===== config.mk =====
export PLATFORM = sky130hd
export DESIGN_NAME = mem_tap_port
export DESIGN_NICKNAME = d
export VERILOG_FILES = /design/src/rtl/mem_tap_pkg.sv /design/src/rtl/mem_tap_fsm.sv /design/src/rtl/mem_tap_ir.sv /design/src/rtl/mem_tap_dr.sv /design/src/rtl/mem_tap_port.sv
export SDC_FILE = /design/constraint.sdc
export NUM_CORES = 1
export LEC_CHECK = 0
export ABC_AREA = 1
export BUFFER_PORTS_ARGS = -buffer_cell sky130_fd_sc_hd__buf_2
export CORE_ASPECT_RATIO = 0.8
export CORE_MARGIN = 2
export CORE_UTILIZATION = 50
export CTS_CLUSTER_DIAMETER = 40
export DETAILED_ROUTE_END_ITERATION = 10
export GPL_TIMING_DRIVEN = 1
export PLACE_DENSITY = 0.75
export SLEW_MARGIN = 20
export SYNTH_ARGS = -nofsm -noshare
export SYNTH_HDL_FRONTEND = slang
export SYNTH_SLANG_ARGS = --single-unit

===== constraint.sdc =====
create_clock -name tck_i -period 1.55 [get_ports tck_i]
set_input_delay 0.0775 -clock tck_i [delete_from_list [all_inputs] [get_ports tck_i]]
set_output_delay 0.0775 -clock tck_i [all_outputs]
set_load 0.05 [all_outputs]

===== src/rtl/mem_tap_pkg.sv =====
package mem_tap_pkg;
  localparam int IR_W = 3;
  localparam int ID_W = 32;

  typedef enum logic [3:0] {
    TLR, RTI, SEL_DR, CAP_DR, SHF_DR, EX1_DR, PAU_DR, EX2_DR, UPD_DR,
    SEL_IR, CAP_IR, SHF_IR, EX1_IR, PAU_IR, EX2_IR, UPD_IR
  } tap_state_e;

  localparam logic [IR_W-1:0] OP_EXTEST  = 3'b000;
  localparam logic [IR_W-1:0] OP_IDCODE  = 3'b001;
  localparam logic [IR_W-1:0] OP_SAMPLEZ = 3'b010;
  localparam logic [IR_W-1:0] IR_CAPTURE = 3'b001;

  typedef enum logic [1:0] {SEL_BSR, SEL_ID, SEL_BYP} dr_sel_e;

  function automatic dr_sel_e decode_op(logic [IR_W-1:0] op);
    case (op)
      OP_EXTEST, OP_SAMPLEZ: return SEL_BSR;
      OP_IDCODE:             return SEL_ID;
      default:               return SEL_BYP;
    endcase
  endfunction
endpackage


===== src/rtl/mem_tap_fsm.sv =====
module mem_tap_fsm
  import mem_tap_pkg::*;
(
  input  logic       tck_i,
  input  logic       rst_ni,
  input  logic       tms_i,
  output tap_state_e state_o
);
  tap_state_e state_q, state_d;

  always_comb begin
    state_d = state_q;
    unique case (state_q)
      TLR:    state_d = tms_i ? TLR    : RTI;
      RTI:    state_d = tms_i ? SEL_DR : RTI;
      SEL_DR: state_d = tms_i ? SEL_IR : CAP_DR;
      CAP_DR: state_d = tms_i ? EX1_DR : SHF_DR;
      SHF_DR: state_d = tms_i ? EX1_DR : SHF_DR;
      EX1_DR: state_d = tms_i ? UPD_DR : PAU_DR;
      PAU_DR: state_d = tms_i ? EX2_DR : PAU_DR;
      EX2_DR: state_d = tms_i ? UPD_DR : SHF_DR;
      UPD_DR: state_d = tms_i ? SEL_DR : RTI;
      SEL_IR: state_d = tms_i ? TLR    : CAP_IR;
      CAP_IR: state_d = tms_i ? EX1_IR : SHF_IR;
      SHF_IR: state_d = tms_i ? EX1_IR : SHF_IR;
      EX1_IR: state_d = tms_i ? UPD_IR : PAU_IR;
      PAU_IR: state_d = tms_i ? EX2_IR : PAU_IR;
      EX2_IR: state_d = tms_i ? UPD_IR : SHF_IR;
      UPD_IR: state_d = tms_i ? SEL_DR : RTI;
      default: state_d = TLR;
    endcase
  end

  always_ff @(posedge tck_i or negedge rst_ni) begin
    if (!rst_ni) state_q <= TLR;
    else         state_q <= state_d;
  end

  assign state_o = state_q;


  tlr_hold_chk: assert property (@(posedge tck_i) disable iff (!rst_ni)
    (state_q == TLR && tms_i) |=> (state_q == TLR));
endmodule


===== src/rtl/mem_tap_ir.sv =====
module mem_tap_ir
  import mem_tap_pkg::*;
(
  input  logic            tck_i,
  input  logic            rst_ni,
  input  tap_state_e      state_i,
  input  logic            tdi_i,
  output logic [IR_W-1:0] op_o,
  output logic            ir_lsb_o
);
  logic [IR_W-1:0] sr_q, op_q;

  always_ff @(posedge tck_i or negedge rst_ni) begin
    if (!rst_ni) begin
      sr_q <= IR_CAPTURE;
      op_q <= OP_IDCODE;
    end else begin
      case (state_i)
        TLR:     op_q <= OP_IDCODE;
        CAP_IR:  sr_q <= IR_CAPTURE;
        SHF_IR:  sr_q <= {tdi_i, sr_q[IR_W-1:1]};
        UPD_IR:  op_q <= sr_q;
        default: ;
      endcase
    end
  end

  assign op_o     = op_q;
  assign ir_lsb_o = sr_q[0];


  op_hold_chk: assert property (@(posedge tck_i) disable iff (!rst_ni)
    !(state_i inside {UPD_IR, TLR}) |=> $stable(op_q));
endmodule


===== src/rtl/mem_tap_dr.sv =====
module mem_tap_dr
  import mem_tap_pkg::*;
#(
  parameter int         BSR_LEN    = 89,
  parameter logic [5:0] WIDTH_CODE = 6'b010111
) (
  input  logic               tck_i,
  input  logic               rst_ni,
  input  tap_state_e         state_i,
  input  dr_sel_e            sel_i,
  input  logic               tdi_i,
  input  logic [BSR_LEN-1:0] ring_i,
  output logic [BSR_LEN-1:0] ring_o,
  output logic               dr_lsb_o
);
  localparam logic [ID_W-1:0] ID_WORD =
    {3'b000, 5'b01011, 6'b000000, WIDTH_CODE, 11'b00000110100, 1'b1};

  logic               byp_q;
  logic [ID_W-1:0]    id_q;
  logic [BSR_LEN-1:0] bsr_q, upd_q;

  always_ff @(posedge tck_i or negedge rst_ni) begin
    if (!rst_ni) begin
      byp_q <= 1'b0;
      id_q  <= ID_WORD;
      bsr_q <= '0;
      upd_q <= '0;
    end else begin
      case (state_i)
        CAP_DR: begin
          case (sel_i)
            SEL_BSR: bsr_q <= ring_i;
            SEL_ID:  id_q  <= ID_WORD;
            default: byp_q <= 1'b0;
          endcase
        end
        SHF_DR: begin
          case (sel_i)
            SEL_BSR: bsr_q <= {tdi_i, bsr_q[BSR_LEN-1:1]};
            SEL_ID:  id_q  <= {tdi_i, id_q[ID_W-1:1]};
            default: byp_q <= tdi_i;
          endcase
        end
        UPD_DR: if (sel_i == SEL_BSR) upd_q <= bsr_q;
        default: ;
      endcase
    end
  end

  always_comb begin
    case (sel_i)
      SEL_BSR: dr_lsb_o = bsr_q[0];
      SEL_ID:  dr_lsb_o = id_q[0];
      default: dr_lsb_o = byp_q;
    endcase
  end

  assign ring_o = upd_q;


  upd_hold_chk: assert property (@(posedge tck_i) disable iff (!rst_ni)
    (state_i != UPD_DR) |=> $stable(upd_q));


  byp_zero_chk: assert property (@(posedge tck_i) disable iff (!rst_ni)
    (state_i == CAP_DR && sel_i == SEL_BYP) |=> !byp_q);
endmodule


===== src/rtl/mem_tap_port.sv =====
module mem_tap_port
  import mem_tap_pkg::*;
#(
  parameter int         BSR_LEN    = 89,
  parameter logic [5:0] WIDTH_CODE = 6'b010111
) (
  input  logic               tck_i,
  input  logic               rst_ni,
  input  logic               tms_i,
  input  logic               tdi_i,
  input  logic [BSR_LEN-1:0] ring_i,
  output logic               tdo_o,
  output logic               tdo_en_o,
  output logic               hiz_force_o,
  output logic [BSR_LEN-1:0] ring_o
);
  tap_state_e      state;
  logic [IR_W-1:0] op;
  logic            ir_lsb, dr_lsb;
  dr_sel_e         sel;

  mem_tap_fsm u_fsm (
    .tck_i, .rst_ni, .tms_i, .state_o(state)
  );

  mem_tap_ir u_ir (
    .tck_i, .rst_ni, .state_i(state), .tdi_i, .op_o(op), .ir_lsb_o(ir_lsb)
  );

  assign sel = decode_op(op);

  mem_tap_dr #(.BSR_LEN(BSR_LEN), .WIDTH_CODE(WIDTH_CODE)) u_dr (
    .tck_i, .rst_ni, .state_i(state), .sel_i(sel), .tdi_i,
    .ring_i, .ring_o, .dr_lsb_o(dr_lsb)
  );

  // TDO retimed to falling edge
  always_ff @(negedge tck_i or negedge rst_ni) begin
    if (!rst_ni) begin
      tdo_o    <= 1'b0;
      tdo_en_o <= 1'b0;
    end else if (state == SHF_IR) begin
      tdo_o    <= ir_lsb;
      tdo_en_o <= 1'b1;
    end else if (state == SHF_DR) begin
      tdo_o    <= dr_lsb;
      tdo_en_o <= 1'b1;
    end else begin
      tdo_o    <= 1'b0;
      tdo_en_o <= 1'b0;
    end
  end

  assign hiz_force_o = (op == OP_SAMPLEZ);


  tdo_window_chk: assert property (@(posedge tck_i) disable iff (!rst_ni)
    tdo_en_o |-> (state inside {SHF_IR, SHF_DR}));


  tlr_hiz_chk: assert property (@(posedge tck_i) disable iff (!rst_ni)
    (state == TLR) |=> !hiz_force_o);


  hiz_bsr_chk: assert property (@(posedge tck_i) disable iff (!rst_ni)
    hiz_force_o |-> (sel == SEL_BSR));
endmodule


---- After elaboration in Yosys (flattened, before gate mapping) ----
Index checks and enable logic that the tools add are counted.
word-level totals
  flip-flop bits (word level) ............. 223
  bits in latches ......................... 0
  RAM bits ................................ 0
  memory bits (read-only) ................. 0
  input bits .............................. 93
  output and inout port bits .............. 92
  word-level logic and storage cells ...... 78
  memories ................................ 0
operators by class
  add/subtract/negate cells ............... 0
  $mul .................................... 0
  div/mod/pow operators ................... 0
  magnitude comparators ................... 0
  eq/ne operators ......................... 24
  shift operators ......................... 0
  muxes and demuxes ....................... 30
  bitwise gates (word level) .............. 0
  reductions and logical operators ........ 15
operators with widths
  operator                                                         number
  89-bit two-way mux                                               2
  89-bit case mux with 2 select lines                              1
  32-bit two-way mux                                               2
  32-bit case mux with 2 select lines                              1
  4-bit case mux with 12 select lines                              1
  4-bit == test, second input constant                             8
  4-bit by 3-bit == test with 1-bit output, second input constant  4
  4-bit two-way mux                                                4
  3-bit case mux with 2 select lines                               2
  1-bit two-way mux                                                9
  3-bit AND reduction                                              3
  4-bit by 2-bit == test with 1-bit output, second input constant  2
  2-bit by 1-bit != test with 1-bit output, second input constant  4
  2-bit OR reduction                                               4
  2-bit two-way mux                                                3
  3-bit two-way mux                                                2
  2-bit nonzero test                                               3
  4-bit by 1-bit == test with 1-bit output, second input constant  1
  4-bit zero test                                                  1
  2-bit != test, second input constant                             2
  1-bit case mux with 2 select lines                               2
  2-bit case mux with 2 select lines                               1
  3-bit by 1-bit == test with 1-bit output, second input constant  1
  3-bit by 2-bit == test with 1-bit output, second input constant  1
  other kinds (5)                                                  5

---- Depth between registers and ports, before layout ----
Gate-level depths: netlist of the first run.
  word-level depth ........................ 7
  mapped depth ............................ 11
  depth with buffers taken out ............ 8

---- Cells and area by module ----
Synthesis of the first run repeated with hierarchy kept, for this count alone.
second synthesis, totals
  cells, all modules ...................... 1329
  area total of the unflattened synthesis .. 10148.5 µm²
by module, submodules not included
  module        times used  cells each  area each (µm²)
  mem_tap_dr    1           1213        9381.5
  mem_tap_fsm   1           55          335.3
  mem_tap_ir    1           40          301.5
  mem_tap_port  1           21          130.1

==> results.ini, run 1 <==
[power_and_ir_drop]
finalPower_uw = 29300
p_int_uw = 16700
p_comb_share_pct = 43.0
power_frac_seq_pct = 33.2
ir_drop_mv = 1.35
clkPwrFrac_pct = 23.8
power_switching_share_pct = 42.8
total_leakage_power_uw = 0.00688
power_density_mw_per_mm2 = 2180
power.switching_uw = 12500

[final_layout]
final_core_util_pct = 71.2
area_growth_pct = 40.8
drive_gt1_share_pct = 24.5
fin_nets = 1496
layout_commonest_cell = nand2_1
fill_cells = 1278
seqCellArea_sq_mm = 0.00560
layout_common_cells = nand2_1 (348), dfrtp_1 (208), buf_2 (180)
multi_input_area_sq_mm = 0.00317
design_area_sq_mm = 0.0134

[placement]
hpwl_microns = 14000
placed_area_sq_mm = 0.0108
gp_congestion = 0.872
io_buffers = 184

[global_route]
grtUsageTotal_pct = 23.6
grt_pass1_wl_microns = 38600
grt_max_degree = 98
grt_overflow = 0
antenna_found_initial = 2
first_global_vias = 7900

[sta]
fin_skew_ns = 0.0287
setup_viol = 69
layout_setup_ws_ns = -0.440
holdWs_ns = 0.0151
finalHoldViolCount = 0
relSlewSlack_pct = 63.8
final_max_slew_viol_count = 0
grt_setup_unrepaired = yes
worstMarginPinSlew_ns = 0.542

[clock_tree]
clk_pin_slew_ns = 0.06
cts_buffers = 30
cts-root-buf = clkbuf_16
clkLatencyLatePin_ns = 0.54
cts_buffer_depth = 3
clock_sinks = 223
ctsHtreeMaxLevel = 1
cts_tree = yes

[critical_path]
worst-path-buf-inv = 1
crit_path_end_kind = primary output
worst_setup_path_start_kind = flip-flop
path_cells = buf_6
path_delay_family = flip-flops
crit_fanout = 1
cp.depth = 1
cp_slowest_cell = dfrtn_1
cp.arrival_ns = 1.91
r2r_start = u_ir.op_o[0]
ff2ff_path_depth = 5
critical_path_class = flip-flop to primary output
startpoint = tdo_o
slowest_delay_ns = 0.44
crit_required_ns = 1.47

[logic_synthesis]
synth_cell_type_count = 29
ys_warn_count = 0
postSynthAreaPerCell_sq_um = 8.71
synth.ff_latch_count = 223
synthesis.area_sq_mm = 0.00954
synth_top_area_share_pct = 54.6
yosys.area.top_type = dfrtp_1
yosysSeqAreaShare_pct = 58.7
synth_area_leaders = dfrtp_1 (55%), nand2_1 (14%), o21ai_0 (8.7%), o21ai_1 (5.8%), inv_1 (4.4%)
synth_cells = 1095
syn_nets = 1188

[route]
vias = 8612
ant_nets = 0
firstDrtPassIters = 5
dr.first_iter.drc_count = 636
route.final.wire_length_microns = 26400
wl_per_cell_microns = 15.7
avgViaCountPerCell = 5.10
drc = 0

[floorplan]
design.core.area_sq_mm = 0.0189
die_x_microns = 158
die_h_microns = 128
io_pins = 185
fp.dieArea_sq_mm = 0.0202
initial_core_util_pct = 50.6
rows = 45

[outcome]
violations = setup timing
outcome = finished, violations left

[flow_run]
maxCapViolCount = 0

[min_path]
hold_path.class = primary input to async pin

==> worst paths after layout <==
path                       slack [ns]              end
max                             -0.44            tdo_o
min                              0.02  u_dr.ring_o[83]
max reg2reg                     -0.25            tdo_o
min reg2reg                      0.47    u_dr.id_q[20]
max in group asynchronous        0.60            tdo_o
min in group tck_i               0.39   u_dr.bsr_q[21]
==> power by group through the flow <==
stage	Sequential, uW	Clock [uW]	Combinational [uW]
floorplan	13000	0	4920
CTS	9640	7050	11900
detailed placement	9690	0	11100
finish	9700	6980	12600
global placement	9590	0	10900
global route	9930	7340	13700
==> state kept, by name, indices dropped and copies added, names as in the netlist <==
| name | cells |
|---|---|
| u_dr.byp_q | 1 |
| u_ir.sr_q | 3 |
| tdo_o | 1 |
| u_dr.bsr_q | 89 |
| u_ir.op_o | 3 |
| u_dr.id_q | 32 |
| u_dr.ring_o | 89 |
| tdo_en_o | 1 |
| u_fsm.state_o | 4 |
==> cells in the mapped netlist, drive strengths merged <==
master / number
nand2: 357
o21ai: 283
dfrtp: 208
inv: 117
buf: 38
clkbuf: 26
nor2: 22
dfstp: 13
a21oi: 8
nand3: 8
o22ai: 6
a22oi: 4
dfrtn: 2
nand4: 1
nor3: 1
o21bai: 1
==> routing by layer <==
layer / GRT usage [%] / vias up / routed length (microns)
li1: - / 4120 / -
met1: 33.1 / 4089 / 11500
met2: 38.1 / 344 / 12600
met3: 3.97 / 59 / 1680
met4: 7.15 / 0 / 693
met5: 0 / - / 0
==> repair_timing <==
action                                 4_1_cts  5_1_grt
hold buffers                                92        0
endpoints found under the hold margin      304        0
buffers inserted                             5        7
setup endpoints to repair                  116      187
cloned                                       5       10
pin swaps                                    7        6
resized for setup                           32       46
==> stage by stage <==
step / std cells / setup TNS [ns] / setup WS [ns]
after global routing: 1687 / -14.66 / -0.464
after detailed placement: 1510 / -3.25 / -0.261
after global placement: 1510 / -0.733 / -0.221
final: 1687 / -2.53 / -0.440
after CTS: 1668 / -1.22 / -0.443
after floorplan: 1095 / -0.925 / -0.486
==> layout make-up <==
| cell class | instances | share of cell area [%] |
|---|---|---|
| flip-flops and latches | 223 | 41.7 |
| inverters | 117 | 3.37 |
| diodes | 2 | 0.0373 |
| well taps | 258 | 2.40 |
| clock buffers | 39 | 6.23 |
| multi-input cells | 691 | 23.6 |
| clock inverters | 17 | 1.49 |
| repair buffers | 339 | 21.0 |
| repair inverters | 1 | 0.0839 |
==> cells by family after synthesis <==
family	Yosys count	synth area share [%]
and+or+nand+nor	389	15.9
AOI/OAI and AO/OA	302	16.3
DFF	223	58.7
buffers and inverters	181	9.08
Note: power is estimated with default switching activity, not from simulation.
==> inputs of run 2 (changes only) <==
--- a/config.mk
+++ b/config.mk
@@ -5,15 +5,14 @@
 export SDC_FILE = /design/constraint.sdc
 export NUM_CORES = 1
 export LEC_CHECK = 0
-export ABC_AREA = 1
-export BUFFER_PORTS_ARGS = -buffer_cell sky130_fd_sc_hd__buf_2
+export BUFFER_PORTS_ARGS = -buffer_cell sky130_fd_sc_hd__buf_4
 export CORE_ASPECT_RATIO = 0.8
 export CORE_MARGIN = 2
-export CORE_UTILIZATION = 50
+export CORE_UTILIZATION = 51
 export CTS_CLUSTER_DIAMETER = 40
 export DETAILED_ROUTE_END_ITERATION = 10
 export GPL_TIMING_DRIVEN = 1
-export PLACE_DENSITY = 0.75
+export PLACE_DENSITY = 0.73
 export SLEW_MARGIN = 20
 export SYNTH_ARGS = -nofsm -noshare
 export SYNTH_HDL_FRONTEND = slang
==> constraint.sdc (replaced) <==
create_clock -name tck_i -period 1.9 [get_ports tck_i]
set_input_delay 0.095 -clock tck_i [delete_from_list [all_inputs] [get_ports tck_i]]
set_output_delay 0.095 -clock tck_i [all_outputs]
set_load 0.05 [all_outputs]
==> results.ini, run 2 <==
[logic_synthesis]
synthesis.area_sq_mm = 0.00959
synth.ff_latch_count = 223
ys_top_cells_by_count = mux2_2 (257), dfrtp_1 (208), a22o_1 (20), clkbuf_1 (19), buf_2 (14)
yosysSeqAreaShare_pct = 58.3
syn_nets = 733
async_flop_share_pct = 100
postSynthAreaPerCell_sq_um = 15.0
synth_area_leaders = dfrtp_1 (54%), mux2_2 (30%), dfstp_2 (3.6%), a22o_1 (1.8%), mux2_1 (1.2%)
synth_cell_type_count = 46
synthFlopType = dfrtp_1
yosys.area.top_type = dfrtp_1
synth_cells = 640
synth_top_area_share_pct = 54.3
ys_warn_count = 0
synth_edf_count = 0
synth_most_common_cell = mux2_2

[sta]
period_share_pct = 117
relSlewSlack_pct = 67.6
grt_setup_unrepaired = yes
layout_setup_ws_ns = -0.332
setup_viol = 212
max_clock_freq_ghz = 0.448
tns_ns = -35.88
final_max_slew_viol_count = 0
min_period_ns = 2.23
worstMarginPinSlew_ns = 0.479
finalHoldViolCount = 0
fin_skew_ns = 0.0181

[route]
route.final.wire_length_microns = 29800
wl_per_cell_microns = 23.2
avgViaCountPerCell = 5.53
drc = 0
firstDrtPassIters = 4
vias = 7098
dr.first_iter.drc_count = 379
ant_nets = 0

[floorplan]
die_h_microns = 127
io_pins = 185
fp.dieArea_sq_mm = 0.0199
die_x_microns = 157
initial_core_util_pct = 52.5
design.core.area_sq_mm = 0.0183
rows = 44

[critical_path]
crit_path_end_kind = flip-flop
rr_endpoint = u_dr.bsr_q[68]
ff2ff_path_depth = 8
cp.arrival_ns = 2.66
crit_fanout = 5
reg2reg_slack_ns = -0.33
path_delay_family = buffers and inverters
path_cells = buf_6, nor4b_4, buf_4, buf_8, buf_8, clkbuf_16, mux2_4, mux2_4
critical_path_class = flip-flop to flip-flop
slowest_delay_ns = 0.45
cp_slowest_cell = dfrtp_2
r2r_start = u_fsm.state_o[1]
worst_setup_path_start_kind = flip-flop
worst-path-buf-inv = 5
crit_required_ns = 2.33

[final_layout]
multi_input_area_sq_mm = 0.00445
layout_commonest_cell = buf_4
diodes = 0
seqCellArea_sq_mm = 0.00560
drive_gt1_share_pct = 61.7
layout_common_cells = buf_4 (212), dfrtp_1 (205), mux2_4 (167)
fill_cells = 863
design_area_sq_mm = 0.0153
instances_no_fill = 1283
area_growth_pct = 59.8
fin_nets = 1099

[min_path]
hold_depth = 4
min_to = u_ir.sr_q[2]
hp-start = tdi_i
hold_path.class = primary input to flip-flop

[placement]
gp_congestion = 0.838
placed_area_sq_mm = 0.0119
pre_cts_slack_ns = -0.231
io_buffers = 184
hpwl_microns = 14400
dp.cells = 1080

[clock_tree]
clk_pin_slew_ns = 0.06
ctsHtreeMaxLevel = 1
clock_sinks = 223
cts-root-buf = clkbuf_16
cts_buffer_depth = 3
cts_buffers = 31
cts_tree = yes
clkLatencyLatePin_ns = 0.55

[power_and_ir_drop]
ir_drop_mv = 1.02
total_leakage_power_uw = 0.00757
power_density_mw_per_mm2 = 1630
finalPower_uw = 25000

[outcome]
outcome = finished, violations left
violations = setup timing

[global_route]
first_global_vias = 7722
grt_overflow = 0
grt_pass1_wl_microns = 43600
antenna_found_initial = 0
grt_max_degree = 83
grtUsageTotal_pct = 28.1

[flow_run]
maxCapViolCount = 0

[run 2: how the worst max path moves through the flow]
| stage | startpoint | endpoint | slack [ns] | depth (start not counted) |
|---|---|---|---|---|
| 4_1_cts | tdo_o | tdo_o | -0.28 | 1 |
| 6_report | u_fsm.state_o[1] | u_dr.bsr_q[68] | -0.33 | 8 |
| 2_1_floorplan | u_fsm.state_o[0] | tdo_o | -0.34 | 6 |
| 3_3_place_gp | u_fsm.state_o[0] | tdo_o | -0.20 | 4 |
| 3_5_place_dp | u_fsm.state_o[0] | u_dr.bsr_q[78] | -0.23 | 6 |
| 5_1_grt | u_fsm.state_o[1] | u_dr.bsr_q[68] | -0.35 | 8 |
[run 2: cell families (layout without fill, tap and decap cells)]
family	count (synthesis)	in the layout	share of synthesized area (%)
XOR/XNOR	1	1	0.0913
AO/OA/AOI/OAI	63	63	5.13
multiplexers	267	267	31.3
buffers and inverters	49	438	2.69
AND/OR/NAND/NOR	37	38	2.43
flip-flops	223	223	58.3
[run 2: area by class of cell]
cell class	instances	share of cell area, %
inverters	5	0.122
clock buffers	36	5.51
repair buffers	376	25.1
well taps	253	2.06
multi-input cells	369	29.1
clock inverters	21	1.60
flip-flops and latches	223	36.5
[run 2: what timing repair did]
action	in CTS	in global routing
endpoints found under the hold margin	305	0
pin swaps	4	10
endpoints found under the setup margin	125	119
gates cloned	15	13
buffers inserted	18	16
resized for setup	107	60
hold buffers	94	0
[run 2: power by group]
part	internal (uW)	switching, uW
logic	5710	4980
registers	6700	1570
clock network	3740	2280
[run 2: worst reg2reg max path, stage by stage, from the launching register on]
cell and delay [ns]:
dfrtp_2 0.45, buf_6 0.14, nor4b_4 0.29, buf_4 0.21, buf_8 0.15, buf_8 0.14
clkbuf_16 0.16, mux2_4 0.31, mux2_4 0.26
[run 2: per-layer routing]
layer | vias to the layer above | wire length, microns | GRT usage (%)
met5 | - | 0 | 0
met4 | 0 | 1030 | 9.20
met1 | 3659 | 12300 | 37.5
li1 | 3081 | - | -
met2 | 283 | 14800 | 47.0
met3 | 75 | 1660 | 4.99
[run 2: through the flow]
| stage | utilization, % | hold slack (ns) |
|---|---|---|
| 6_report | 83.9 | 0.425 |
| 5_1_grt | 83.9 | 0.412 |
| 4_1_cts | 81.7 | 0.399 |
| 3_5_place_dp | 65.3 | -0.0398 |
| 3_3_place_gp | 65.3 | -0.0395 |
| 2_1_floorplan | - | -0.201 |
